File: config.mk
export PLATFORM = sky130hd
export DESIGN_NAME = bus_arb_top
export DESIGN_NICKNAME = d
export VERILOG_FILES = /design/src/rtl/bus_arb_pkg.sv /design/src/rtl/bus_arb_slots.sv /design/src/rtl/bus_arb_pick.sv /design/src/rtl/bus_arb_timer.sv /design/src/rtl/bus_arb_top.sv
export SDC_FILE = /design/constraint.sdc
export NUM_CORES = 2
export LEC_CHECK = 0
export BUFFER_PORTS_ARGS = -buffer_cell sky130_fd_sc_hd__buf_2
export CAP_MARGIN = 10
export CORE_MARGIN = 1.5
export CORE_UTILIZATION = 65
export CTS_BUF_LIST = sky130_fd_sc_hd__clkbuf_16
export CTS_CLUSTER_DIAMETER = 60
export CTS_CLUSTER_SIZE = 25
export DETAILED_ROUTE_END_ITERATION = 8
export HOLD_SLACK_MARGIN = 0.02
export MAX_ROUTING_LAYER = met4
export PLACE_DENSITY = 0.82
export SETUP_SLACK_MARGIN = 0.3
export SKIP_LAST_GASP = 1
export SLEW_MARGIN = 20
export SYNTH_ARGS = -nofsm -noshare
export SYNTH_HDL_FRONTEND = slang
export SYNTH_SLANG_ARGS = --single-unit
File: constraint.sdc
create_clock -name clk -period 31.9 [get_ports clk]
set_clock_uncertainty 0.15 [all_clocks]
set_input_delay 6.38 -clock clk [delete_from_list [all_inputs] [get_ports clk]]
set_output_delay 6.38 -clock clk [all_outputs]
set_load 0.05 [all_outputs]
File: src/rtl/bus_arb_pkg.sv
package bus_arb_pkg;

    localparam int unsigned CYC_W = 32;
    localparam int unsigned LEN_W = 8;

    typedef logic [CYC_W-1:0] cyc_t;

    typedef enum logic [2:0] {
        XK_REQ      = 3'd0,
        XK_REPLY    = 3'd1,
        XK_COH      = 3'd2,
        XK_COHREPLY = 3'd3,
        XK_WB       = 3'd4,
        XK_WP       = 3'd5,
        XK_BARRIER  = 3'd6
    } xkind_e;

    typedef struct packed {
        logic             live;
        xkind_e           kind;
        logic             uc;
        logic [LEN_W-1:0] len;
        cyc_t             stamp;
    } slot_t;

    typedef enum logic {
        ST_PICK,
        ST_HOLD
    } arb_st_e;

    // read that occupies an outstanding slot
    function automatic logic is_read_req(xkind_e k, logic uc);
        return (k == XK_REQ) && !uc;
    endfunction

    // transaction that retires an outstanding read
    function automatic logic is_read_ret(xkind_e k);
        return (k == XK_REPLY) || (k == XK_COHREPLY);
    endfunction

    // write-class kinds gated by flow control
    function automatic logic is_wr_class(xkind_e k);
        return (k == XK_COHREPLY) || (k == XK_WB) || (k == XK_WP);
    endfunction

    function automatic cyc_t cmax(cyc_t a, cyc_t b);
        return (a > b) ? a : b;
    endfunction

endpackage

File: src/rtl/bus_arb_slots.sv
module bus_arb_slots
    import bus_arb_pkg::*;
#(
    parameter int unsigned N_SLOT = 5
) (
    input  logic                        clk,
    input  logic                        rst,
    input  logic [N_SLOT-1:0]           set_vld,
    input  logic [N_SLOT-1:0][2:0]      set_kind,
    input  logic [N_SLOT-1:0]           set_uc,
    input  logic [N_SLOT-1:0][LEN_W-1:0] set_len,
    input  cyc_t                        now,
    input  logic [N_SLOT-1:0]           clr,
    output slot_t [N_SLOT-1:0]          slots,
    output logic [N_SLOT-1:0]           dup
);

    for (genvar g = 0; g < N_SLOT; g++) begin : g_slot
        slot_t r;

        assign dup[g]   = set_vld[g] && r.live && !clr[g];
        assign slots[g] = r;

        always_ff @(posedge clk) begin
            if (rst) begin
                r <= '0;
            end else if (set_vld[g] && !dup[g]) begin
                r.live  <= 1'b1;
                r.kind  <= xkind_e'(set_kind[g]);
                r.uc    <= set_uc[g];
                r.len   <= set_len[g];
                r.stamp <= now;
            end else if (clr[g]) begin
                r.live <= 1'b0;
            end
        end
    end

endmodule

File: src/rtl/bus_arb_pick.sv
module bus_arb_pick
    import bus_arb_pkg::*;
#(
    parameter int unsigned N_PROC = 4,
    parameter int unsigned IDX_W  = 3
) (
    input  slot_t [N_PROC:0]  slots,
    input  logic [IDX_W-1:0]  rr,
    input  logic              cnt_full,
    input  logic              hold,
    output logic              pick_vld,
    output logic [IDX_W-1:0]  pick_id,
    output logic              pick_mc
);

    logic             found;
    cyc_t             best;
    logic [IDX_W-1:0] bid;

    always_comb begin
        found = 1'b0;
        best  = '0;
        bid   = '0;
        for (int k = 0; k < int'(N_PROC); k++) begin
            int  j;
            logic ok;
            j = int'(rr) + k;
            if (j >= int'(N_PROC)) j = j - int'(N_PROC);
            ok = slots[j].live
               && !(cnt_full && is_read_req(slots[j].kind, slots[j].uc))
               && !(hold && is_wr_class(slots[j].kind));
            if (ok && (!found || (slots[j].stamp < best))) begin
                found = 1'b1;
                best  = slots[j].stamp;
                bid   = IDX_W'(j);
            end
        end

        pick_mc = slots[N_PROC].live && (!found || (slots[N_PROC].stamp <= best));
        if (pick_mc) begin
            pick_id = IDX_W'(N_PROC);
        end else begin
            pick_id = bid;
        end
        pick_vld = found || pick_mc;
    end

endmodule

File: src/rtl/bus_arb_timer.sv
module bus_arb_timer
    import bus_arb_pkg::*;
#(
    parameter int unsigned TURN    = 1,
    parameter int unsigned ARB_DLY = 1,
    parameter int unsigned MIN_DLY = 0
) (
    input  logic same_owner,
    input  cyc_t now,
    input  cyc_t last_start,
    input  cyc_t last_end,
    input  cyc_t stamp,
    output cyc_t start_cyc
);

    cyc_t nxt;
    cyc_t floor_min;
    cyc_t t_same;
    cyc_t t_diff;

    assign nxt       = now + cyc_t'(1);
    assign floor_min = last_start + cyc_t'(MIN_DLY);
    assign t_same    = cmax(cmax(last_end, floor_min), nxt);
    assign t_diff    = cmax(cmax(last_end + cyc_t'(TURN), stamp + cyc_t'(ARB_DLY)),
                            cmax(floor_min, nxt));
    assign start_cyc = same_owner ? t_same : t_diff;

endmodule

File: src/rtl/bus_arb_top.sv
module bus_arb_top
    import bus_arb_pkg::*;
#(
    parameter int unsigned N_PROC    = 4,
    parameter int unsigned OUT_LIMIT = 8,
    parameter int unsigned TURN      = 1,
    parameter int unsigned ARB_DLY   = 1,
    parameter int unsigned MIN_DLY   = 0,
    parameter int unsigned IDX_W     = $clog2(N_PROC + 1)
) (
    input  logic                        clk,
    input  logic                        rst,
    input  logic [N_PROC:0]             post_vld,
    input  logic [N_PROC:0][2:0]        post_kind,
    input  logic [N_PROC:0]             post_uc,
    input  logic [N_PROC:0][LEN_W-1:0]  post_len,
    input  logic                        wr_hold,
    output logic [N_PROC:0]             grant,
    output logic [IDX_W-1:0]            owner_id,
    output logic                        bus_busy,
    output logic [N_PROC:0]             post_dup
);

    localparam int unsigned NSLOT = N_PROC + 1;
    localparam int unsigned CNT_W = $clog2(OUT_LIMIT + 1);
    localparam logic [IDX_W-1:0] RR_INIT = IDX_W'((N_PROC > 1) ? 1 : 0);

    cyc_t             now;
    arb_st_e          st;
    logic [IDX_W-1:0] win_id;
    cyc_t             start_at;
    logic [IDX_W-1:0] owner_q;
    logic [IDX_W-1:0] rr_q;
    logic [CNT_W-1:0] cnt_q;
    cyc_t             last_start;
    cyc_t             last_end;

    slot_t [N_PROC:0] slots;
    logic [N_PROC:0]  clr;
    logic             pick_vld;
    logic [IDX_W-1:0] pick_id;
    logic             pick_mc;
    cyc_t             start_calc;
    logic             decide;
    logic             fire;
    slot_t            ws;

    assign fire   = (st == ST_HOLD) && (now == start_at);
    assign clr    = fire ? (NSLOT'(1) << win_id) : '0;
    assign ws     = slots[win_id];
    assign decide = (st == ST_PICK) && ((now + cyc_t'(1)) >= last_end) && pick_vld;

    bus_arb_slots #(.N_SLOT(NSLOT)) u_slots (
        .clk      (clk),
        .rst      (rst),
        .set_vld  (post_vld),
        .set_kind (post_kind),
        .set_uc   (post_uc),
        .set_len  (post_len),
        .now      (now),
        .clr      (clr),
        .slots    (slots),
        .dup      (post_dup)
    );

    bus_arb_pick #(.N_PROC(N_PROC), .IDX_W(IDX_W)) u_pick (
        .slots    (slots),
        .rr       (rr_q),
        .cnt_full (cnt_q >= CNT_W'(OUT_LIMIT)),
        .hold     (wr_hold),
        .pick_vld (pick_vld),
        .pick_id  (pick_id),
        .pick_mc  (pick_mc)
    );

    bus_arb_timer #(.TURN(TURN), .ARB_DLY(ARB_DLY), .MIN_DLY(MIN_DLY)) u_timer (
        .same_owner (pick_id == owner_q),
        .now        (now),
        .last_start (last_start),
        .last_end   (last_end),
        .stamp      (slots[pick_id].stamp),
        .start_cyc  (start_calc)
    );

    always_ff @(posedge clk) begin
        if (rst) begin
            now        <= '0;
            st         <= ST_PICK;
            win_id     <= '0;
            start_at   <= '0;
            owner_q    <= '0;
            rr_q       <= RR_INIT;
            cnt_q      <= '0;
            last_start <= '0;
            last_end   <= '0;
        end else begin
            now <= now + cyc_t'(1);
            if (decide) begin
                st       <= ST_HOLD;
                win_id   <= pick_id;
                start_at <= start_calc;
                if (!pick_mc) begin
                    rr_q <= (rr_q == IDX_W'(N_PROC - 1)) ? '0 : rr_q + 1'b1;
                end
            end
            if (fire) begin
                st         <= ST_PICK;
                owner_q    <= win_id;
                last_start <= start_at;
                last_end   <= start_at + cyc_t'(ws.len);
                if (is_read_req(ws.kind, ws.uc)) begin
                    if (cnt_q != '1) cnt_q <= cnt_q + 1'b1;
                end else if (is_read_ret(ws.kind)) begin
                    if (cnt_q != '0) cnt_q <= cnt_q - 1'b1;
                end
            end
        end
    end

    assign grant    = clr;
    assign owner_id = owner_q;
    assign bus_busy = fire || (now < last_end);

endmodule

==> results.ini <==
[yosys]
synthTopCellsByCount=908 x nand2_1, 468 x a21oi_1, 371 x ha_1, 367 x dfxtp_1, 301 x o21ai_0
async_flop_share_pct=0
synth.distinct_cells=100
synth-main-ff-cell=dfxtp_1
synth_nets=5039
synth.top_cells.by_area=dfxtp_1 21%, ha_1 13%, nand2_1 9.9%
netlist_instances=4598
ys_seq_area_share_pct=21.3
yosysWarnings=0
synth_top_area_cell=dfxtp_1
ys_seq_elements=367
synth_area_per_cell_um2=7.50
synth_top_area_share_pct=21.3
synth_most_common_cell=nand2_1
synthesis.area_um2=34500
synth-edff-count=0

[grt]
grtUsageTotal_pct=43.7
grtUsageMet2_pct=63.3
grt_antenna_before_repair=1
grt-busiest-layer=met2
globalRouteMet1Util_pct=60.7
use_met3_pct=8.42
grt_start_max_net_pins=116
grt-ovfl-total=0
grt_pass1_vias=31500
grt_pass1_wl_um=182000

[power_and_ir_drop]
ir_worst_vdd_mv=0.0789
p_leak_uw=0.0149
finalPower_uw=3020
p_per_area_nw_per_um2=82.8

[timing]
slew_headroom_pct=24.1
fmax_mhz=35.3
fin_hold_ws_ns=0.312
hold_violations=0
tightest_slew_ns=1.14
min_period_ns=28.35
fin_crit_sh_pct=88.9
rsz0062_at_grt=false
setup_viol=0
slew_violations=0
totalNegativeSetupSlack_ns=0

[worst_setup_path]
path_max_fanout=56
cpMostUsedCell=a21o_1
start_kind=input port
cpLargestDelayFamily=compound AO/OA/AOI/OAI gates
crit_type=in -> reg
critPathBufInv=10
cp.required_ns=32.24
arrival_ns=28.69
cp_slowest_stage_delay_ns=0.76
cp-end-kind=flop
cp_slowest_cell=o311ai_0

[route]
wl_per_cell_um=22.9
firstDrtPassIters=7
vias=35100
via_per_inst=6.78
drt_wl_total_um=119000
drcViolationCount=0
antenna_left=0
drtIter0Drc=4636

[clock_tree]
cts_root_buffer=clkbuf_16
clk_pin_slew_worst_paths_ns=0.07
cts_resized=0
cts_hold_buf=0
ctsHtreeMaxLevel=2
cts_sinks=367
insertion_delay_ns=0.60
cts_inserted_buffers=38
cts_max_path_buffers=3
cts_setup_buffers=0
cts_tree=done

[placed_design]
gp_congestion=1.09
io_buffers=81
dpl-instance-area_um2=35000
hpwl_um=87400

[worst_hold_path]
min_path_type=reg -> reg

[layout]
final_util_pct=69.3
area_growth_pct=5.60
final_cell_area_um2=36400
fillers=4461
drive_above_1_share_pct=7.89
finish.net_count=4896

[die]
core_um2=52600
initial_core_util_pct=65.6
io_pins=82
die_area_um2=54400
die_w_um=233
dieHeight_um=233
std_cell_rows=84

[job]
max_cap_violations=0

[run_status]
run_status=complete, no violations

per-stage QoR:
stage	instances	worst slack, ns
floorplan	4598	7.23
global placement	5103	3.55
detailed placement	5103	3.25
CTS	5173	3.80
global route	5174	1.71
finish	5174	3.55
power breakdown:
group	internal, uW	total [uW]	switching, uW
clock	255	497	242
sequential	481	542	61.1
combinational	673	1980	1300
metal layers:
| layer | wire length, um | part of all wire [%] |
|---|---|---|
| met5 | 0 | 0 |
| met4 | 4500 | 3.8 |
| met1 | 49000 | 41 |
| met2 | 50100 | 42 |
| met3 | 15000 | 13 |
state kept, by name, indices dropped and copies added, names as in the netlist, 3 cells and up:
register / flops
now: 32
last_end: 32
owner_id: 3
win_id: 3
start_at: 32
last_start: 32
u_slots.slots: 225
rr_q: 3
cnt_q: 4
cells by family (layout without fill, tap and decap cells):
group | after synthesis | after routing | synth area share (%)
AND/OR/NAND/NOR | 1660 | 1660 | 21.5
other | 0 | 1 | 0
AO/OA/AOI/OAI | 1169 | 1169 | 20.7
XOR/XNOR | 154 | 154 | 3.91
multiplexers | 390 | 390 | 13.5
buffers and inverters | 485 | 372 | 5.50
adder cells (fa/ha/maj) | 373 | 373 | 13.6
flip-flops | 367 | 367 | 21.3
worst paths after layout:
| kind | start | endpoint | slack, ns | cells past startpoint |
|---|---|---|---|---|
| max | wr_hold | start_at[20] | 3.55 | 90 |
| min | u_slots.slots[218] | u_slots.slots[218] | 0.31 | 2 |
| max reg2reg | rr_q[0] | start_at[20] | 7.14 | 90 |
| min reg2reg | u_slots.slots[218] | u_slots.slots[218] | 0.31 | 2 |
placed cells by master (no fill, tap or decap), drive strengths merged, types with 13 or more instances in the layout:
cell / netlist / routed
nand2: 908 / 908
nand2b: 47 / 47
mux2: 36 / 36
a221oi: 17 / 17
xnor2: 107 / 107
a31oi: 19 / 19
o31ai: 41 / 41
a22o: 39 / 39
ha: 371 / 371
nor3: 61 / 61
o21ai: 307 / 307
and3: 26 / 26
mux4: 56 / 56
o211ai: 19 / 19
a2111oi: 13 / 13
clkbuf: 261 / 38
and2: 22 / 22
nand3: 114 / 114
nor2b: 50 / 50
nand4: 85 / 85
a21o: 42 / 42
o21a: 46 / 46
dfxtp: 367 / 367
nor2: 252 / 252
inv: 166 / 184
buf: 56 / 134
a21oi: 468 / 468
xor2: 47 / 47
a211oi: 49 / 49
mux2i: 298 / 298
nor4: 29 / 29
and4: 14 / 14
area by class of cell:
cell class	count	area, um2	share of cell area (%)
antenna	1	2.50	0.00687
clock buffer	38	951	2.61
clock inverter	32	423	1.16
inverter	168	631	1.73
multi-input combinational	3746	25400	69.7
sequential	367	7350	20.2
tap	688	861	2.36
timing repair buffer	134	813	2.23
worst register-to-register path: cells and delay by family, from the launching register on:
| kind | cells | cell delay [ns] |
|---|---|---|
| AO/OA/AOI/OAI | 49 | 10.95 |
| adder cells (fa/ha/maj) | 6 | 1.97 |
| buffers and inverters | 10 | 5.21 |
| flip-flops | 1 | 0.89 |
| multiplexers | 4 | 1.09 |
| AND/OR/NAND/NOR | 21 | 4.38 |
(Power assumes the default switching activity.)
